$ cat src/rtl/uart_cfg_pkg.sv
package uart_cfg_pkg;
  localparam int DATA_W = 8;
  localparam int NFIELD = 3;
  localparam int F_DLL  = 0;
  localparam int F_DLH  = 1;
  localparam int F_LCR  = 2;

  localparam logic [2:0] A_DLL_DAT = 3'd0;
  localparam logic [2:0] A_DLH_IER = 3'd1;
  localparam logic [2:0] A_LCR     = 3'd3;
  localparam logic [2:0] A_MCR     = 3'd4;
  localparam logic [2:0] A_EXT     = 3'd5;
  localparam logic [2:0] A_STAT    = 3'd7;

  localparam int LCR_ACC_BIT  = 7;
  localparam int MCR_LOOP_BIT = 4;
  localparam int EXT_CAB_BIT  = 0;
  localparam int EXT_UPD_BIT  = 1;

  typedef logic [NFIELD-1:0][DATA_W-1:0] cfg_t;
endpackage

$ cat src/rtl/uart_cfg_busy.sv
module uart_cfg_busy #(
  parameter bit COMPAT = 1'b0
) (
  input  logic tx_active,
  input  logic rx_active,
  input  logic txf_nonempty,
  output logic busy,
  output logic gate,
  output logic engines_idle
);
  assign busy         = tx_active | rx_active | txf_nonempty;
  assign engines_idle = ~tx_active & ~rx_active;

  generate
    if (COMPAT) begin : g_nogate
      assign gate = 1'b0;
    end else begin : g_gate
      assign gate = busy;
    end
  endgenerate
endmodule

$ cat src/rtl/uart_cfg_decode.sv
module uart_cfg_decode
  import uart_cfg_pkg::*;
#(
  parameter int AW = 3
) (
  input  logic              wr,
  input  logic [AW-1:0]     addr,
  input  logic              acc,
  input  logic              stage_en,
  input  logic              gate,
  output logic [NFIELD-1:0] st_wr,
  output logic [NFIELD-1:0] dw_wr,
  output logic              hit_ier,
  output logic              hit_mcr,
  output logic              hit_ext
);
  logic [NFIELD-1:0] hit;

  always_comb begin
    hit        = '0;
    hit[F_LCR] = wr && (addr == AW'(A_LCR));
    hit[F_DLH] = wr && (addr == AW'(A_DLH_IER)) && acc;
    hit[F_DLL] = wr && (addr == AW'(A_DLL_DAT)) && acc;
    hit_ier    = wr && (addr == AW'(A_DLH_IER)) && !acc;
    hit_mcr    = wr && (addr == AW'(A_MCR));
    hit_ext    = wr && (addr == AW'(A_EXT));
    st_wr      = stage_en ? hit : '0;
    dw_wr      = (!stage_en && !gate) ? hit : '0;
  end
endmodule

$ cat src/rtl/uart_cfg_stage.sv
module uart_cfg_stage
  import uart_cfg_pkg::*;
(
  input  logic              clk,
  input  logic              rst_n,
  input  cfg_t              act,
  input  logic [NFIELD-1:0] st_wr,
  input  logic [DATA_W-1:0] wdata,
  input  logic              upd_set,
  input  logic              engines_idle,
  output cfg_t              vis,
  output logic              pend_flag,
  output logic              upd_req,
  output logic              commit
);
  cfg_t pend_q;
  cfg_t base;

  assign base   = pend_flag ? pend_q : act;
  assign vis    = base;
  assign commit = upd_req && engines_idle;

  generate
    for (genvar f = 0; f < NFIELD; f++) begin : g_field
      always_ff @(posedge clk) begin
        if (!rst_n)          pend_q[f] <= '0;
        else if (st_wr[f])   pend_q[f] <= wdata;
        else if (|st_wr)     pend_q[f] <= base[f];
      end
    end
  endgenerate

  always_ff @(posedge clk) begin
    if (!rst_n) begin
      pend_flag <= 1'b0;
      upd_req   <= 1'b0;
    end else begin
      if (|st_wr)      pend_flag <= 1'b1;
      else if (commit) pend_flag <= 1'b0;
      if (upd_set)     upd_req   <= 1'b1;
      else if (commit) upd_req   <= 1'b0;
    end
  end


  upd_clear_chk: assert property (@(posedge clk) disable iff (!rst_n)
    (upd_req && engines_idle && !upd_set) |=> !upd_req);


  pend_hold_chk: assert property (@(posedge clk) disable iff (!rst_n)
    (pend_flag && !upd_req) |=> pend_flag);
endmodule

$ cat src/rtl/uart_cfg_regs.sv
module uart_cfg_regs
  import uart_cfg_pkg::*;
#(
  parameter bit COMPAT = 1'b0,
  parameter int AW     = 3
) (
  input  logic              clk,
  input  logic              rst_n,
  input  logic [AW-1:0]     bus_addr,
  input  logic              bus_wr,
  input  logic [DATA_W-1:0] bus_wdata,
  output logic [DATA_W-1:0] bus_rdata,
  input  logic              tx_active,
  input  logic              rx_active,
  input  logic              txf_nonempty,
  output logic              busy,
  output logic [2*DATA_W-1:0] divisor,
  output logic [DATA_W-2:0] frame_fmt,
  output logic              loopback,
  output logic [DATA_W-1:0] int_enable
);
  cfg_t              act_q;
  cfg_t              vis;
  logic [DATA_W-1:0] ier_q, mcr_q;
  logic              cab_q, stage_en, gate, engines_idle;
  logic [NFIELD-1:0] st_wr, dw_wr;
  logic              hit_ier, hit_mcr, hit_ext, upd_set;
  logic              pend_flag, upd_req, commit, acc;

  uart_cfg_busy #(.COMPAT(COMPAT)) u_busy (
    .tx_active(tx_active), .rx_active(rx_active), .txf_nonempty(txf_nonempty),
    .busy(busy), .gate(gate), .engines_idle(engines_idle)
  );

  generate
    if (COMPAT) begin : g_nostage
      assign stage_en = 1'b0;
    end else begin : g_stage
      assign stage_en = cab_q;
    end
  endgenerate

  assign acc = vis[F_LCR][LCR_ACC_BIT];

  uart_cfg_decode #(.AW(AW)) u_dec (
    .wr(bus_wr), .addr(bus_addr), .acc(acc), .stage_en(stage_en), .gate(gate),
    .st_wr(st_wr), .dw_wr(dw_wr), .hit_ier(hit_ier), .hit_mcr(hit_mcr), .hit_ext(hit_ext)
  );

  assign upd_set = hit_ext && stage_en_req(bus_wdata);

  function automatic logic stage_en_req(input logic [DATA_W-1:0] d);
    return (COMPAT == 1'b0) && d[EXT_CAB_BIT] && d[EXT_UPD_BIT];
  endfunction

  uart_cfg_stage u_stage (
    .clk(clk), .rst_n(rst_n), .act(act_q), .st_wr(st_wr), .wdata(bus_wdata),
    .upd_set(upd_set), .engines_idle(engines_idle), .vis(vis),
    .pend_flag(pend_flag), .upd_req(upd_req), .commit(commit)
  );

  generate
    for (genvar f = 0; f < NFIELD; f++) begin : g_act
      always_ff @(posedge clk) begin
        if (!rst_n)        act_q[f] <= '0;
        else if (commit)   act_q[f] <= vis[f];
        else if (dw_wr[f]) act_q[f] <= bus_wdata;
      end
    end
  endgenerate

  always_ff @(posedge clk) begin
    if (!rst_n) begin
      ier_q <= '0;
      mcr_q <= '0;
      cab_q <= 1'b0;
    end else begin
      if (hit_ier) ier_q <= bus_wdata;
      if (hit_mcr) mcr_q <= bus_wdata;
      if (hit_ext) cab_q <= bus_wdata[EXT_CAB_BIT];
    end
  end

  assign divisor    = {act_q[F_DLH], act_q[F_DLL]};
  assign frame_fmt  = act_q[F_LCR][DATA_W-2:0];
  assign loopback   = mcr_q[MCR_LOOP_BIT];
  assign int_enable = ier_q;

  always_comb begin
    bus_rdata = '0;
    case (bus_addr)
      AW'(A_DLL_DAT): bus_rdata = acc ? vis[F_DLL] : '0;
      AW'(A_DLH_IER): bus_rdata = acc ? vis[F_DLH] : ier_q;
      AW'(A_LCR):     bus_rdata = vis[F_LCR];
      AW'(A_MCR):     bus_rdata = mcr_q;
      AW'(A_EXT): begin
        bus_rdata[EXT_CAB_BIT] = cab_q;
        bus_rdata[EXT_UPD_BIT] = upd_req;
      end
      AW'(A_STAT):    bus_rdata[0] = busy;
      default:        bus_rdata = '0;
    endcase
  end


  reset_state_chk: assert property (@(posedge clk)
    $rose(rst_n) |-> (divisor == '0 && frame_fmt == '0 && int_enable == '0 &&
                      !loopback && !cab_q && !pend_flag && !upd_req));


  blocked_write_chk: assert property (@(posedge clk) disable iff (!rst_n)
    (gate && !stage_en && !commit) |=> $stable(act_q));


  ier_guard_chk: assert property (@(posedge clk) disable iff (!rst_n)
    (bus_wr && bus_addr == AW'(A_DLH_IER) && acc) |=> $stable(int_enable));


  commit_idle_chk: assert property (@(posedge clk) disable iff (!rst_n)
    (!$stable(act_q) && $past(dw_wr) == '0) |-> $past(!tx_active && !rx_active));


  loop_write_chk: assert property (@(posedge clk) disable iff (!rst_n)
    (bus_wr && bus_addr == AW'(A_MCR)) |=> loopback == $past(bus_wdata[MCR_LOOP_BIT]));
endmodule

$ cat config.mk
export PLATFORM = sky130hd
export DESIGN_NAME = uart_cfg_regs
export DESIGN_NICKNAME = d
export VERILOG_FILES = /design/src/rtl/uart_cfg_pkg.sv /design/src/rtl/uart_cfg_busy.sv /design/src/rtl/uart_cfg_decode.sv /design/src/rtl/uart_cfg_stage.sv /design/src/rtl/uart_cfg_regs.sv
export SDC_FILE = /design/constraint.sdc
export NUM_CORES = 1
export LEC_CHECK = 0
export BUFFER_PORTS_ARGS = -buffer_cell sky130_fd_sc_hd__buf_2
export CORE_UTILIZATION = 45
export CTS_BUF_LIST = sky130_fd_sc_hd__clkbuf_2 sky130_fd_sc_hd__clkbuf_4 sky130_fd_sc_hd__clkbuf_8
export CTS_CLUSTER_DIAMETER = 200
export CTS_CLUSTER_SIZE = 30
export DETAILED_ROUTE_END_ITERATION = 6
export MAX_ROUTING_LAYER = met4
export PLACE_DENSITY = 0.65
export REMOVE_ABC_BUFFERS = 1
export SETUP_SLACK_MARGIN = 0.5
export SYNTH_ARGS = -nofsm -noshare
export SYNTH_HDL_FRONTEND = slang
export SYNTH_SLANG_ARGS = --single-unit
$ cat constraint.sdc
create_clock -name clk -period 3.09 [get_ports clk]
set_input_delay 0.1545 -clock clk [delete_from_list [all_inputs] [get_ports clk]]
set_output_delay 0.1545 -clock clk [all_outputs]
set_load 0.01 [all_outputs]
## Word-level counts from Yosys, hierarchy flattened

Cells that the tools add are included.

- Register bits: 67
- Latch bits: 0
- Memory bits (writable): 0
- ROM bits: 0
- Output and inout bits: 41
- Memories: 0

- Add/sub/neg operators: 0
- $mul: 0
- Divide/modulo/power cells: 0
- Magnitude comparators: 0
- Equal/unequal tests: 5
- Shift-type cells: 0
- Multiplexer cells: 23
- Bitwise gates (word level): 5
- Reductions and logical operators: 25

Operators by type and width:

| kind | number |
|---|---|
| $mux W8 | 14 |
| $mux W24 | 1 |
| $pmux W6 S4 | 1 |
| $reduce_bool A2 Y1 | 8 |
| $logic_and A1 B1 Y1 | 12 |
| $eq A3 B3 Y1 const B | 3 |
| $mux W3 | 2 |
| $pmux W1 S6 | 1 |
| $pmux W1 S5 | 1 |
| $eq A3 B1 Y1 const B | 1 |
| $eq A3 B2 Y1 const B | 1 |
| $logic_not A1 Y1 | 3 |
| $logic_not A3 Y1 | 1 |
| $mux W1 | 3 |
| $reduce_or A3 Y1 | 1 |
| $not A1 Y1 | 2 |
| $or A1 B1 Y1 | 2 |
| $and A1 B1 Y1 | 1 |

## Longest topological paths before layout

Gate-level depths: netlist of run 1.

- Depth after elaboration: 7
- Gate-level depth with buffers: 7
- Gate-level depth less buffers: 4

## Hierarchy

From an unflattened synthesis of run 1, not the netlist that was laid out.

- Cells, all modules: 455
- Area, all modules: 4194.0 sq um

By module, submodules not included:

| module | times used | cells an instance | area each (sq um) | sequential area each (sq um) |
|---|---|---|---|---|
| uart_cfg_regs | 1 | 263 | 2331.0 | 820.8 |
| uart_cfg_stage | 1 | 174 | 1716.6 | 520.5 |
| uart_cfg_decode | 1 | 15 | 128.9 | 0.0 |
| uart_cfg_busy | 1 | 3 | 17.5 | 0.0 |

## Worst setup path before layout of run 1

OpenSTA, ideal clock, no wires.

- Path type: register -> register
- From: register u_stage.pend_flag
- To: register u_stage.pend_q[7] (netlist bit)
- Library setup time: 0.066 ns
- Arrival: 1.614 ns
- Required time: 3.024 ns
- Slack: 1.410 ns
- Cell stages (with the launch flop): 7
- Path buffers: 2
- Clock period less this slack: 1.680 ns
- Cell sequence: dfxtp_1 buf_4 mux2i_2 or3_1 buf_6 a221o_1 a21boi_2

- Word-level cells in the longest chain between the ends: 5

Ends and longest elaborated chain:

| item | RTL line | text |
|---|---|---|
| start: declaration | uart_cfg_stage.sv:12 | `output logic pend_flag,` |
| start signal: assignment | uart_cfg_stage.sv:35 | `pend_flag <= 1'b0;` |
| start signal: assignment | uart_cfg_stage.sv:38 | `if (\|st_wr) pend_flag <= 1'b1;` |
| start signal: assignment | uart_cfg_stage.sv:39 | `else if (commit) pend_flag <= 1'b0;` |
| $mux W24 (*) | uart_cfg_stage.sv:19 | `assign base = pend_flag ? pend_q : act;` |
| $logic_and A1 B1 Y1, on equally long branches | uart_cfg_decode.sv:23, uart_cfg_decode.sv:22 |  |
| $mux W3 | uart_cfg_decode.sv:27 | `st_wr = stage_en ? hit : '0;` |
| $reduce_or A3 Y1 | uart_cfg_stage.sv:28 | `else if (\|st_wr) pend_q[f] <= base[f];` |
| $reduce_bool A2 Y1 (no line) | -- |  |
| end signal: indexed assignment | uart_cfg_stage.sv:27 | `else if (st_wr[f]) pend_q[f] <= wdata;` |
| end signal: indexed assignment | uart_cfg_stage.sv:28 |  |
| end: declaration | uart_cfg_stage.sv:16 | `cfg_t pend_q;` |

Every way passes the cells marked *; elsewhere a longest branch is shown, timed or not. The select of a mux whose other input is x is not followed.
A chain may end at the register's enable or synchronous reset.

## Final worst setup path of run 1

- From: register u_stage.pend_flag
- To: output bus_rdata[4]

- Word-level cells in the longest chain between the ends: 3

Ends and longest elaborated chain:

| item | RTL line | text |
|---|---|---|
| $mux W24 (*) | uart_cfg_stage.sv:19 |  |
| $mux W8, on equally long branches | uart_cfg_regs.sv:93, uart_cfg_regs.sv:92 |  |
| $pmux W6 S4 (*) | uart_cfg_regs.sv:91 | `case (bus_addr)` |
| end: declaration | uart_cfg_regs.sv:12 | `output logic [DATA_W-1:0] bus_rdata,` |

Every way passes the cells marked *; elsewhere a longest branch is shown, timed or not.

==> flow_metrics.env, run 1 <==
export IMPL_outcome="complete, no violations"
export IMPL_numPlacedInstances=573
export IMPL_power_per_cell_area_nw_per_um2=425
export IMPL_dr_pass1_iters=4
export IMPL_viasPerCell=5.83
export IMPL_nets=496
export IMPL_antenna_found_initial=0
export IMPL_drt_wl_total_um=10700
export IMPL_die_area_um2=8920
export IMPL_grt_overflow=0
export IMPL_num_io_pins=58
export IMPL_yosysSeqAreaShare=0.349
export IMPL_dp_hpwl_um=7170
export IMPL_track_usage=0.266
export IMPL_wl_per_cell_um=18.2
export IMPL_drc_errors=0
export IMPL_grt_start_max_net_pins=42
export IMPL_clock_skew_ns=0.00924
export IMPL_path_class="reg -> out"
export IMPL_hold_class="in -> reg"
export IMPL_hold_ws_ns=0.124
export IMPL_combPwrFrac=0.064
export IMPL_nFillCells=818
export IMPL_syn_avg_cell_area_um2=8.41
export IMPL_hold_path_depth=3
export IMPL_power_internal_w=0.00136
export IMPL_synth_edf_count=0
export IMPL_p_clk_frac=0.450
export IMPL_drive_gt1_frac=0.211
export IMPL_syn_inst=457
export IMPL_arrival_ns=2.28
export IMPL_critical_path_max_fanout=16
export IMPL_synthFlopType="dfxtp_1"
export IMPL_slew_headroom=0.459
export IMPL_worstPathRequired_ns=2.94
export IMPL_h_tree_depth=3
export IMPL_fmax_mhz=411
export IMPL_slew_violations=0
export IMPL_tightest_slew_ns=0.811
export IMPL_gp_congestion=0.876
export IMPL_yosys_warnings=0
export IMPL_postSynth_asyncResetShare=0
export IMPL_core_area_um2=8260
export IMPL_cts_tree="yes"
export IMPL_clk_pin_slew_worst_paths_ns=0.08
export IMPL_fin_crit_ns=2.43
export IMPL_numPortBuffers=57
export IMPL_cts_setup_buffers=0
export IMPL_seq_power_share=0.486
export IMPL_start_util=0.465
export IMPL_setup_worst_path_end_class="output port"
export IMPL_fin_setup_tns_ns=0
export IMPL_holdBufCountCts=0
export IMPL_start_kind="flop"
export IMPL_peakVddDrop_mv=0.198
export IMPL_root_buffer="clkbuf_8"
export IMPL_cap_violations=0
export IMPL_fp_dieW_um=94.4
export IMPL_synth_top_area_share=0.349
export IMPL_rows=33
export IMPL_ys_ff_latch=67
export IMPL_ant_nets=0
export IMPL_yosysMostFrequentCell="nand2_1"
export IMPL_cts_made_buffers=9
export IMPL_synth_area_um2=3840
export IMPL_grt_pass1_wl_um=17400
export IMPL_worstRegToRegCells=5
export IMPL_finalSetupViolCount=0
export IMPL_power_switching_w=0.000436
export IMPL_p_leak_nw=1.74
export IMPL_fin_cells=588
export IMPL_clkLatencyLatePin_ns=0.36
export IMPL_synthTopCellsByCount="nand2_1, dfxtp_1, mux2i_1, a21oi_1, buf_4"
export IMPL_power_total_w=0.00180
export IMPL_clockBufferDepth=2
export IMPL_antennaDiodeCount=0
export IMPL_first_iter_violations=178
export IMPL_clock_sinks=67
export IMPL_die_h_um=94.4
export IMPL_rsz0062_at_grt="false"
export IMPL_ys_top_cells_by_area="dfxtp_1, mux2i_1, nand2_1, a21oi_1, buf_4"
export IMPL_switching_share=0.243
export IMPL_yosys_area_top_type="dfxtp_1"
export IMPL_areaGrowthSynthToFinish_pct=10.1
export IMPL_finalCritPeriodShare=0.788
export IMPL_yosysUniqueCellTypes=38
export IMPL_num_vias=3427
export IMPL_final_hold_violation_count=0
export IMPL_grt_pass1_vias=3294
export IMPL_cts_repair_resized=0
-- power by group through the flow --
stage / registers (W) / logic [W] / clock network, W
after CTS: 0.000874 / 0.000114 / 0.000817
after floorplan: 0.000896 / 0.0000492 / 0
after global routing: 0.000875 / 0.000125 / 0.000867
after global placement: 0.000894 / 0.000113 / 0
final: 0.000874 / 0.000115 / 0.000809
after detailed placement: 0.000894 / 0.000113 / 0
-- worst paths after layout --
path	from	slack, ns	end
max reg2reg	u_stage.pend_flag$_SDFFE_PN0P_	0.82	divisor[2]$_SDFFE_PN0P_
min	bus_wdata[5]	0.12	mcr_q[5]$_SDFFE_PN0P_
min reg2reg	u_stage.pend_q[22]$_SDFFE_PN0P_	0.47	u_stage.pend_q[22]$_SDFFE_PN0P_
max	u_stage.pend_flag$_SDFFE_PN0P_	0.66	bus_rdata[4]
-- stage by stage --
stage / cell area, µm² / utilization / setup slack [ns]
2_1_floorplan: 3520 / - / 0.301
3_3_place_gp: 4020 / 0.487 / 0.889
3_5_place_dp: 4020 / 0.487 / 0.825
4_1_cts: 4230 / 0.513 / 0.677
5_1_grt: 4230 / 0.513 / 0.560
6_report: 4230 / 0.513 / 0.656
-- layout make-up --
cell class	count	area, µm²	share of cell area
clock inverter	6	91.3	0.0216
inverter	2	7.51	0.00177
multi-input combinational	332	2180	0.514
tap	105	131	0.0310
clock buffer	9	124	0.0293
sequential	67	1340	0.317
timing repair buffer	67	360	0.0851
-- logic make-up after synthesis --
family          share of synthesized area
flops                               0.349
buf+inv                            0.0859
compound gates                      0.216
mux                                 0.167
simple gates                        0.182
-- critical path: stages (launching register included) --
cell,delay (ns)
dfxtp_1,0.38
buf_4,0.26
mux2_2,0.42
nand2_1,0.34
o221ai_1,0.34
buf_2,0.19
-- state kept, by name (all words and copies together) (netlist names) --
signal / flops
int_enable: 8
u_stage.pend_q: 24
u_stage.pend_flag: 1
u_stage.upd_req: 1
frame_fmt: 7
cab_q: 1
act_q: 1
mcr_q: 8
divisor: 16
-- layout by cell type, fill, tap and decap left out, types with 3 or more instances in the layout --
cell       n
clkinv_4   3
o221ai_1   5
nor2b_1   19
buf_4     10
o21ai_0   20
a221o_1    8
mux2_2     4
a21boi_2   8
nand3_1   11
clkbuf_8   9
o211ai_1  11
or3_1      4
a21boi_0  16
buf_2     57
mux2i_1   56
nand2_1   86
a21oi_1   37
dfxtp_1   67
a32o_1     8
nor2_1    16
-- metal layers --
layer | up-vias | wire length (µm) | track usage
met5 | - | 0 | -
met4 | 0 | 200 | 0.0756
met1 | 1628 | 4770 | 0.344
li1 | 1651 | - | -
met3 | 16 | 847 | 0.0789
met2 | 132 | 4910 | 0.400
Power figures use the tool's default switching activity.
==> run 2: changes to the inputs <==
==> constraint.sdc (replaced) <==
create_clock -name clk -period 2.4 [get_ports clk]
set_input_delay 0.12 -clock clk [delete_from_list [all_inputs] [get_ports clk]]
set_output_delay 0.12 -clock clk [all_outputs]
set_load 0.01 [all_outputs]
==> flow_metrics.env, run 2 (same netlist as run 1, synthesis figures left out) <==
export IMPL_start_kind="flop"
export IMPL_worstPathRequired_ns=2.28
export IMPL_fmax_mhz=506
export IMPL_slowest_delay_ns=0.37
export IMPL_dp_hpwl_um=7330
export IMPL_viasPerCell=5.91
export IMPL_power_per_cell_area_nw_per_um2=531
export IMPL_regMostFlops="u_stage.pend_q"
export IMPL_layout_commonest_cell="nand2_1"
export IMPL_p_leak_nw=1.90
export IMPL_slew_violations=0
export IMPL_finalCritPeriodShare=0.824
export IMPL_die_h_um=94.4
export IMPL_layout_common_cells="nand2_1, dfxtp_1, buf_2, mux2i_1, a21oi_1"
export IMPL_fin_cells=607
export IMPL_num_io_pins=58
export IMPL_finalSetupViolCount=0
export IMPL_first_iter_violations=289
export IMPL_rsz0062_at_grt="true"
export IMPL_tightest_slew_ns=0.745
export IMPL_holdBufCountCts=0
export IMPL_critical_path_max_fanout=6
export IMPL_clock_skew_ns=0.00925
export IMPL_worst_slack_ns=0.423
export IMPL_wl_per_cell_um=18.6
export IMPL_grt_pass1_wl_um=17500
export IMPL_h_tree_depth=3
export IMPL_die_area_um2=8920
export IMPL_start_util=0.465
export IMPL_grt_start_max_net_pins=27
export IMPL_design_area_um2=4650
export IMPL_numPortBuffers=57
export IMPL_path_class="reg -> out"
export IMPL_ant_nets=0
export IMPL_pre_cts_ws_ns=0.455
export IMPL_drt_wl_total_um=11300
export IMPL_clkLatencyLatePin_ns=0.36
export IMPL_cts_made_buffers=9
export IMPL_num_vias=3588
export IMPL_track_usage=0.268
export IMPL_fin_setup_tns_ns=0
export IMPL_nFillCells=772
export IMPL_slew_headroom=0.502
export IMPL_hold_ws_ns=0.0995
export IMPL_dr_pass1_iters=7
export IMPL_drive_gt1_frac=0.301
export IMPL_rows=33
export IMPL_drc_errors=0
export IMPL_arrival_ns=1.86
export IMPL_root_buffer="clkbuf_8"
export IMPL_clockBufferDepth=2
export IMPL_cap_violations=0
export IMPL_reg2reg_slack_ns=0.61
export IMPL_grt_overflow=0
export IMPL_crit_chain="buf_12 -> mux2i_4 -> or3_4 -> a211oi_2 -> a211o_1 -> buf_2"
export IMPL_place_area_um2=4060
export IMPL_outcome="complete, no violations"
export IMPL_areaGrowthSynthToFinish_pct=20.9
export IMPL_peakVddDrop_mv=0.344
export IMPL_final_hold_violation_count=0
export IMPL_antennaDiodeCount=0
export IMPL_nets=514
export IMPL_slowest_stage="dfxtp_4"
export IMPL_hold_class="in -> reg"
export IMPL_cts_tree="yes"
export IMPL_core_area_um2=8260
export IMPL_largest_reg_flops=24
export IMPL_setup_worst_path_end_class="output port"
export IMPL_numPlacedInstances=578
export IMPL_fin_crit_ns=1.98
export IMPL_antenna_found_initial=0
export IMPL_clk_pin_slew_worst_paths_ns=0.08
export IMPL_grt_pass1_vias=3338
export IMPL_fp_dieW_um=94.4
export IMPL_gp_congestion=0.891
export IMPL_clock_sinks=67
run 2: cell count changes in the layout (fill, tap and decap cells not counted), moves of 5 or more:
| cell | change |
|---|---|
| buf_4 | +13 |
| mux2i_2 | +5 |
| mux2i_1 | -15 |
| mux2i_4 | +10 |
run 2: what timing repair did:
item / CTS / global route
setup buffers: 9 / 4
pin swaps: 3 / 3
setup endpoints to repair: 34 / 16
resized for setup: 25 / 29
run 2: layout make-up:
| class | count | area, µm² | share of cell area |
|---|---|---|---|
| repair buffers | 85 | 526 | 0.113 |
| clock inverters | 6 | 113 | 0.0242 |
| inverters | 2 | 7.51 | 0.00162 |
| multi-input cells | 332 | 2380 | 0.512 |
| flip-flops and latches | 67 | 1350 | 0.291 |
| clock buffers | 10 | 138 | 0.0296 |
| well taps | 105 | 131 | 0.0283 |
run 2: critical path: cells and delay by family, from the launching register on:
family | cells | cell delay, ns
and+or+nand+nor | 1 | 0.33
DFF | 1 | 0.37
AOI/OAI and AO/OA | 2 | 0.34
buffers and inverters | 2 | 0.26
muxes | 1 | 0.18
run 2: path summary, 6_finish.rpt:
path	to	from	cells after the start
worst max-delay path	bus_rdata[7]	u_stage.pend_flag$_SDFFE_PN0P_	6
worst min-delay path	mcr_q[6]$_SDFFE_PN0P_	bus_wdata[6]	3
worst max register to register	divisor[5]$_SDFFE_PN0P_	u_stage.pend_flag$_SDFFE_PN0P_	7
worst min register to register	mcr_q[2]$_SDFFE_PN0P_	mcr_q[2]$_SDFFE_PN0P_	2
run 2: power by group:
| part | switching, W | internal (W) |
|---|---|---|
| registers | 0.00000731 | 0.00112 |
| logic | 0.000101 | 0.0000573 |
| clock network | 0.000466 | 0.000720 |
run 2: layer usage:
layer | wire length (µm) | vias to the layer above | part of all wire | track usage
met3 | 756 | 21 | 0.067 | 0.0491
met1 | 5080 | 1726 | 0.45 | 0.347
met2 | 5270 | 155 | 0.47 | 0.428
met5 | 0 | - | 0 | -
met4 | 193 | 0 | 0.017 | 0.0756
li1 | - | 1686 | - | -
run 2: per-stage QoR:
step	util	total power, W
floorplan	-	0.00122
global placement	0.491	0.00130
detailed placement	0.491	0.00130
CTS	0.540	0.00248
global route	0.563	0.00254
finish	0.563	0.00247
